<file path="src/rtl/conv_seq_pkg.sv">
package conv_seq_pkg;

    localparam int CODE_W_DEF = 12;

    typedef enum logic {
        CH_VOLT = 1'b0,
        CH_CURR = 1'b1
    } chan_e;

    // field order matches the command bit positions 4..0
    typedef struct packed {
        logic range_sel;
        logic cur_once;
        logic cur_cont;
        logic volt_once;
        logic volt_cont;
    } mode_t;

    localparam int MODE_W = $bits(mode_t);

    typedef enum logic {
        ST_IDLE = 1'b0,
        ST_WAIT = 1'b1
    } seq_state_e;

    function automatic chan_e pick_chan(logic v_on, logic c_on, chan_e last);
        if (v_on && c_on)
            return (last == CH_VOLT) ? CH_CURR : CH_VOLT;
        else if (c_on)
            return CH_CURR;
        else
            return CH_VOLT;
    endfunction

endpackage

</file>
<file path="src/rtl/conv_seq_mode.sv">
module conv_seq_mode
    import conv_seq_pkg::*;
(
    input  logic  clk,
    input  logic  rst,
    input  logic  wr_en,
    input  mode_t wr_mode,
    input  logic  done_evt,
    input  chan_e done_chan,
    output mode_t mode_q
);

    always_ff @(posedge clk) begin
        if (rst) begin
            mode_q <= '0;
        end else if (wr_en) begin
            mode_q <= wr_mode;
        end else if (done_evt) begin
            if (done_chan == CH_VOLT)
                mode_q.volt_once <= 1'b0;
            else
                mode_q.cur_once <= 1'b0;
        end
    end

endmodule

</file>
<file path="src/rtl/conv_seq_arb.sv">
module conv_seq_arb
    import conv_seq_pkg::*;
(
    input  logic  clk,
    input  logic  rst,
    input  logic  restart,
    input  logic  v_on,
    input  logic  c_on,
    input  logic  range_in,
    input  logic  adc_done,
    output logic  adc_start,
    output chan_e adc_sel,
    output logic  adc_range,
    output logic  done_evt,
    output chan_e done_chan
);

    seq_state_e state_q;
    chan_e      last_q;
    chan_e      next_ch;

    assign next_ch   = pick_chan(v_on, c_on, last_q);
    assign done_evt  = (state_q == ST_WAIT) && adc_done;
    assign done_chan = adc_sel;

    always_ff @(posedge clk) begin
        if (rst) begin
            state_q   <= ST_IDLE;
            last_q    <= CH_CURR;
            adc_start <= 1'b0;
            adc_sel   <= CH_VOLT;
            adc_range <= 1'b0;
        end else begin
            adc_start <= 1'b0;
            if (restart)
                last_q <= CH_CURR;
            case (state_q)
                ST_IDLE: begin
                    if (v_on || c_on) begin
                        adc_start <= 1'b1;
                        adc_sel   <= next_ch;
                        adc_range <= range_in;
                        if (!restart)
                            last_q <= next_ch;
                        state_q   <= ST_WAIT;
                    end
                end
                default: begin
                    if (adc_done)
                        state_q <= ST_IDLE;
                end
            endcase
        end
    end

endmodule

</file>
<file path="src/rtl/conv_seq_slot.sv">
module conv_seq_slot #(
    parameter int CODE_W = 12
) (
    input  logic              clk,
    input  logic              rst,
    input  logic              clr,
    input  logic              cap,
    input  logic [CODE_W-1:0] din,
    output logic [CODE_W-1:0] code_q,
    output logic              valid_q
);

    always_ff @(posedge clk) begin
        if (rst || clr) begin
            code_q  <= '0;
            valid_q <= 1'b0;
        end else if (cap) begin
            code_q  <= din;
            valid_q <= 1'b1;
        end
    end

endmodule

</file>
<file path="src/rtl/conv_seq.sv">
module conv_seq
    import conv_seq_pkg::*;
#(
    parameter int CODE_W = CODE_W_DEF
) (
    input  logic              clk,
    input  logic              rst,
    input  logic              cmd_wr,
    input  logic [MODE_W-1:0] cmd_bits,
    output logic              adc_start,
    output logic              adc_sel,
    output logic              adc_range,
    input  logic              adc_done,
    input  logic [CODE_W-1:0] adc_result,
    output logic [CODE_W-1:0] volt_code,
    output logic              volt_range,
    output logic              volt_valid,
    output logic [CODE_W-1:0] curr_code,
    output logic              curr_valid,
    output logic              volt_active,
    output logic              curr_active,
    output logic              not_ready,
    output logic              alert_stb
);

    localparam int NCH = 2;

    mode_t mode_q;
    mode_t new_mode;
    chan_e sel_e;
    chan_e done_chan;
    logic  done_evt;
    logic  v_on;
    logic  c_on;

    logic [NCH-1:0]    clr_v;
    logic [NCH-1:0]    cap_v;
    logic [NCH-1:0]    valid_v;
    logic [CODE_W-1:0] code_v [NCH];

    assign new_mode = mode_t'(cmd_bits);
    assign v_on     = mode_q.volt_cont | mode_q.volt_once;
    assign c_on     = mode_q.cur_cont  | mode_q.cur_once;

    assign clr_v[0] = cmd_wr & (new_mode.volt_cont | new_mode.volt_once);
    assign clr_v[1] = cmd_wr & (new_mode.cur_cont  | new_mode.cur_once);

    conv_seq_mode u_mode (
        .clk       (clk),
        .rst       (rst),
        .wr_en     (cmd_wr),
        .wr_mode   (new_mode),
        .done_evt  (done_evt),
        .done_chan (done_chan),
        .mode_q    (mode_q)
    );

    conv_seq_arb u_arb (
        .clk       (clk),
        .rst       (rst),
        .restart   (cmd_wr),
        .v_on      (v_on),
        .c_on      (c_on),
        .range_in  (mode_q.range_sel),
        .adc_done  (adc_done),
        .adc_start (adc_start),
        .adc_sel   (sel_e),
        .adc_range (adc_range),
        .done_evt  (done_evt),
        .done_chan (done_chan)
    );

    assign adc_sel = sel_e;

    for (genvar g = 0; g < NCH; g++) begin : g_slot
        assign cap_v[g] = done_evt && (done_chan == ((g == 0) ? CH_VOLT : CH_CURR));
        conv_seq_slot #(.CODE_W(CODE_W)) u_slot (
            .clk     (clk),
            .rst     (rst),
            .clr     (clr_v[g]),
            .cap     (cap_v[g]),
            .din     (adc_result),
            .code_q  (code_v[g]),
            .valid_q (valid_v[g])
        );
    end

    always_ff @(posedge clk) begin
        if (rst) begin
            volt_range <= 1'b0;
            alert_stb  <= 1'b0;
        end else begin
            alert_stb <= cap_v[1] & ~clr_v[1];
            if (clr_v[0])
                volt_range <= 1'b0;
            else if (cap_v[0])
                volt_range <= adc_range;
        end
    end

    assign volt_code   = code_v[0];
    assign curr_code   = code_v[1];
    assign volt_valid  = valid_v[0];
    assign curr_valid  = valid_v[1];
    assign volt_active = v_on;
    assign curr_active = c_on;
    assign not_ready   = mode_q.volt_once | mode_q.cur_once;

endmodule

</file>
<file path="config.mk">
export PLATFORM = sky130hd
export DESIGN_NAME = conv_seq
export DESIGN_NICKNAME = d
export VERILOG_FILES = /design/src/rtl/conv_seq_pkg.sv /design/src/rtl/conv_seq_mode.sv /design/src/rtl/conv_seq_arb.sv /design/src/rtl/conv_seq_slot.sv /design/src/rtl/conv_seq.sv
export SDC_FILE = /design/constraint.sdc
export NUM_CORES = 1
export LEC_CHECK = 0
export BUFFER_PORTS_ARGS = -buffer_cell sky130_fd_sc_hd__buf_2
export CAP_MARGIN = 20
export CORE_MARGIN = 3
export CORE_UTILIZATION = 40
export CTS_BUF_LIST = sky130_fd_sc_hd__clkbuf_16
export CTS_CLUSTER_DIAMETER = 60
export DETAILED_ROUTE_END_ITERATION = 12
export GPL_ROUTABILITY_DRIVEN = 1
export GPL_TIMING_DRIVEN = 1
export HOLD_SLACK_MARGIN = 0.1
export PLACE_DENSITY = 0.73
export RECOVER_POWER = 25
export SYNTH_ARGS = -nofsm -noshare
export SYNTH_HDL_FRONTEND = slang
export SYNTH_SLANG_ARGS = --single-unit
</file>
<file path="constraint.sdc">
create_clock -name clk -period 1.1 [get_ports clk]
set_input_delay 0.11 -clock clk [delete_from_list [all_inputs] [get_ports clk]]
set_output_delay 0.11 -clock clk [all_outputs]
set_load 0.005 [all_outputs]
</file>
======== Word-level counts from Yosys, hierarchy flattened ========
Cells that the tools add are included.
storage, ports and cells
  output and inout bits ................... 34
  bits in registers ....................... 38
  bits of input ports ..................... 21
cells by class
  muxes and demuxes ....................... 16
  bitwise logic cells ..................... 11
  reductions and logical operators ........ 14
  equal/unequal tests ..................... 1
operator list
  cell                number
  $mux 1              16
  $reduce_and 2->1    3
  $or 1x1->1          5
  $logic_and 1x1->1   4
  $reduce_bool 2->1   2
  $reduce_or 2->1     2
  $and 1x1->1         3
  $logic_or 1x1->1    3
  $not 1->1           3
  $ne 2x2->1 const B  1

======== Depth between registers and ports, before layout ========
  depth after elaboration ................. 6
  mapped depth ............................ 6

======== Modules after synthesis ========
Synthesis repeated with hierarchy kept, for this count alone.
second synthesis, totals
  cell total of the unflattened synthesis .. 138
  area, all modules ....................... 1493.9 um2
modules (own cells, without submodules)
  module         sequential area each (um2)  times used  cells an instance  area an instance (um2)
  conv_seq_slot  260.2                       2           43                 484.2
  conv_seq_arb   100.1                       1           20                 202.7
  conv_seq_mode  100.1                       1           20                 195.2
  conv_seq       40.0                        1           12                 127.6

======== Least setup slack after synthesis ========
OpenSTA, ideal clock, no wires.
  path kind ............................... reg2reg
  from .................................... reg u_arb.state_q
  to ...................................... reg g_slot[0].u_slot.valid_q
  path slack .............................. 0.062 ns
  arrival time ............................ 0.921 ns
  path buffers ............................ 3
  stages on the path, launching flop included .. 7
  path through ............................ dfxtp_1 buf_6 and3b_1 buf_6 buf_12 nor2_1 nor2_1
between the ends
  word-level cells in the longest chain between the ends .. 2
RTL lines
  item                      line                 RTL
  start: declaration        conv_seq_arb.sv:18   seq_state_e state_q;
  start signal: assignment  conv_seq_arb.sv:28   state_q <= ST_IDLE;
  start signal: assignment  conv_seq_arb.sv:45   state_q <= ST_WAIT;
  start signal: assignment  conv_seq_arb.sv:50   state_q <= ST_IDLE;
  $logic_and 1x1->1         conv_seq_arb.sv:23   assign done_evt = (state_q == ST_WAIT) && adc_done;
  $logic_and 1x1->1         conv_seq.sv:76       assign cap_v[g] = done_evt && (done_chan == ((g == 0) ? CH_VOLT : CH_CURR));
  end signal: assignment    conv_seq_slot.sv:16  valid_q <= 1'b0;
  end signal: assignment    conv_seq_slot.sv:19  valid_q <= 1'b1;
  end: declaration          conv_seq_slot.sv:10  output logic valid_q
No other way between the ends.
A chain may end at the register's enable or synchronous reset.

======== Worst setup path after layout ========
  from .................................... reg u_mode.mode_q[3] (netlist name)
  to ...................................... out not_ready
between the ends
  word-level cells in the longest chain between the ends .. 1
RTL lines
  item              line             RTL
  $or 1x1->1        conv_seq.sv:107  assign not_ready = mode_q.volt_once | mode_q.cur_once;
  end: declaration  conv_seq.sv:22   output logic not_ready,
No other way between the ends.

==> flow_summary.json <==
{
  "clkLatencyLatePin_ns": 0.28,
  "synth_top_area_cell": "dfxtp_1",
  "finalNetCount": 266,
  "synth_flop_cell": "dfxtp_1",
  "area_delta_synth_final_pct": 54.6,
  "layout.cells.non_filler": 292,
  "routabilityCongestion": 0.767,
  "power_density_mw_per_mm2": 1650,
  "cp-end-kind": "primary output",
  "grt_max_degree": 15,
  "synth_edf_count": 0,
  "worstPathArrival_ns": 0.98,
  "start_kind": "register",
  "status": "finished clean",
  "hold_end": "u_mode.mode_q[3]",
  "worstSetupPathType": "register to primary output",
  "grt_pass1_vias": 1350,
  "dr.pass1.iters": 4,
  "worstHoldStart": "cmd_wr",
  "avgSynthCellArea_um2": 8.79,
  "ys_seq_area_frac": 0.521,
  "io_pins": 55,
  "numPortBuffers": 54,
  "fp.dieW_um": 66.4,
  "final_area_mm2": 0.00226,
  "crit_fanout": 3,
  "cts_tree": "done",
  "rsz0062_at_grt": "true",
  "h-tree-depth": 2,
  "std_cell_rows": 21,
  "clk_pin_slew_worst_paths_ns": 0.05,
  "synth_seq_cells": 38,
  "core_area_mm2": 0.00342,
  "dp_slack_ns": 0.0565,
  "synthesis.area_mm2": 0.00146,
  "min_path_type": "input pin to register",
  "finalSetupViolations": 0,
  "clock_sinks": 38,
  "synthTopCellsByCount": "nand2_1 (49), dfxtp_1 (38), a21oi_1 (20)",
  "synth_cells": 166,
  "routed_wl_um": 3860,
  "synth.distinct_cells": 25,
  "antenna_found_initial": 0,
  "routed-via-count": 1379,
  "fmax_mhz": 920,
  "hpwl_um": 2360,
  "tightest_slew_ns": 0.302,
  "root_buffer": "clkbuf_16",
  "clockBufferDepth": 2,
  "syn-num-nets": 187,
  "relSlewSlack": 0.796,
  "grt_pass1_wl_um": 5910,
  "drive_gt1_frac": 0.382,
  "fin_crit_ns": 1.09,
  "nFillCells": 279,
  "p_leak_nw": 0.949,
  "r2r_cells": 4,
  "dieArea_mm2": 0.00441,
  "synth.top_cell.area_share": 0.521,
  "drt_first_iter_violations": 51,
  "ys_warn_count": 0,
  "reg2reg_to": "u_arb.adc_sel",
  "required_ns": 0.99,
  "drc": 0,
  "async_flop_share": 0,
  "synth_top_cells_by_area": "dfxtp_1 (52%), nand2_1 (13%), a21oi_1 (6.9%)",
  "fin_setup_tns_ns": 0,
  "dp.cells": 264,
  "ir_drop_v": 0.00114,
  "numCtsBuffers": 5,
  "track_usage": 0.178,
  "synth.most_common_cell": "nand2_1",
  "max_cap_viol_count": 0,
  "min_period_over_period": 0.988,
  "hold_depth": 3,
  "routed_via_density": 4.72,
  "timing.final.ws_setup_ns": 0.0127,
  "wire_per_inst_um": 13.2,
  "antenna_cells": 0,
  "grt_remaining_overflow": 0,
  "drtAntennaViolNets": 0,
  "r2r_setup_slack_ns": 0.07,
  "die_h_um": 66.4,
  "maxSlewViolCount": 0,
  "placed_area_mm2": 0.00178,
  "initial_utilization": 0.427,
  "skew_ns": 0.00841,
  "hold_viol_final": 0,
  "timing.rr.start": "u_mode.mode_q[0]"
}
through the flow:
stage	util	power, mW	hold slack (ns)
floorplan	-	1.66	0.237
global placement	0.521	1.77	0.346
detailed placement	0.521	1.78	0.362
CTS	0.632	3.68	0.105
global route	0.660	3.84	0.157
finish	0.660	3.71	0.132
area by class of cell:
type	instances	area [um2]	share of cell area
inverter	2	7.51	0.00333
clock buffer	5	125	0.0555
sequential	38	764	0.339
timing repair buffer	82	574	0.255
multi-input combinational	116	658	0.292
clock inverter	3	68.8	0.0305
tap	46	57.6	0.0255
registers in the layout (all words and copies together) (netlist names):
register	cells
volt_range	1
u_arb.adc_sel	1
g_slot.u_slot.valid_q	2
u_arb.adc_range	1
u_arb.state_q	1
u_arb.last_q	1
g_slot.u_slot.code_q	24
alert_stb	1
u_arb.adc_start	1
u_mode.mode_q	5
power breakdown:
group          internal, mW  total, mW  switching [mW]  leakage [nW]
registers              1.42       1.45          0.0304         0.309
clock network          1.30       1.85           0.553        0.0940
logic                 0.217      0.410           0.192         0.545
total                  2.94       3.71           0.776         0.949
critical path, stage by stage, from the launching register on:
cell	delay, ns
dfxtp_2	0.34
or2_4	0.24
buf_2	0.13
kinds of logic (layout without fill, tap and decap cells):
kind of cell           Yosys count  count (layout)  synth area share
multiplexers                     4               4            0.0274
buffers and inverters           12              92            0.0686
AO/OA/AOI/OAI                   36              36             0.154
flip-flops                      38              38             0.521
AND/OR/NAND/NOR                 76              76             0.228
placed cells by master (no fill, tap or decap):
cell and count:
nand2_1 49, buf_2 46, dfxtp_1 35, dlygate4sd3_1 17, a21oi_2 15, a21oi_1 14, nor2_1 10, clkbuf_1 8
clkbuf_16 6, mux2i_1 4, buf_4 4, nand3b_1 3, nand2b_1 3, nand2_2 3, buf_6 3, dfxtp_2 3
nor2_4 2, o21ai_0 2, bufinv_16 2, buf_12 2, inv_2 1, inv_1 1, or2_4 1, a211o_1 1
nand3_1 1, a21o_2 1, o21ai_1 1, and3_4 1, and3b_1 1, o21ai_4 1, nand2b_4 1, o311ai_0 1
or2b_1 1, clkinv_4 1, buf_8 1
routing by layer:
layer / vias up / GRT usage / wire length (um)
met5: - / 0 / 0
met4: 0 / 0.0609 / 51
met3: 6 / 0.0748 / 265
met2: 38 / 0.301 / 1980
met1: 635 / 0.198 / 1570
li1: 700 / - / -
repair_timing:
item / 4_1_cts / 5_1_grt
gates resized for setup: 6 / 21
pin swaps: 1 / 1
endpoints found under the setup margin: 4 / 31
setup buffers: 1 / 0
hold buffers: 17 / 0
hold endpoints to repair: 25 / 0
cloned: 0 / 2
worst max-delay path by stage:
| stage | start | end | slack (ns) | depth (start not counted) |
|---|---|---|---|---|
| after floorplan | u_arb.state_q | g_slot[0].u_slot.valid_q | 0.06 | 6 |
| after global placement | u_mode.mode_q[1] | u_arb.adc_sel | 0.05 | 4 |
| after detailed placement | u_mode.mode_q[1] | u_arb.adc_sel | 0.06 | 4 |
| after CTS | u_mode.mode_q[2] | curr_active | -0.005 | 4 |
| after global routing | u_mode.mode_q[2] | curr_active | -0.02 | 4 |
| final | u_mode.mode_q[3] | not_ready | 0.01 | 2 |
(Power assumes the default switching activity.)
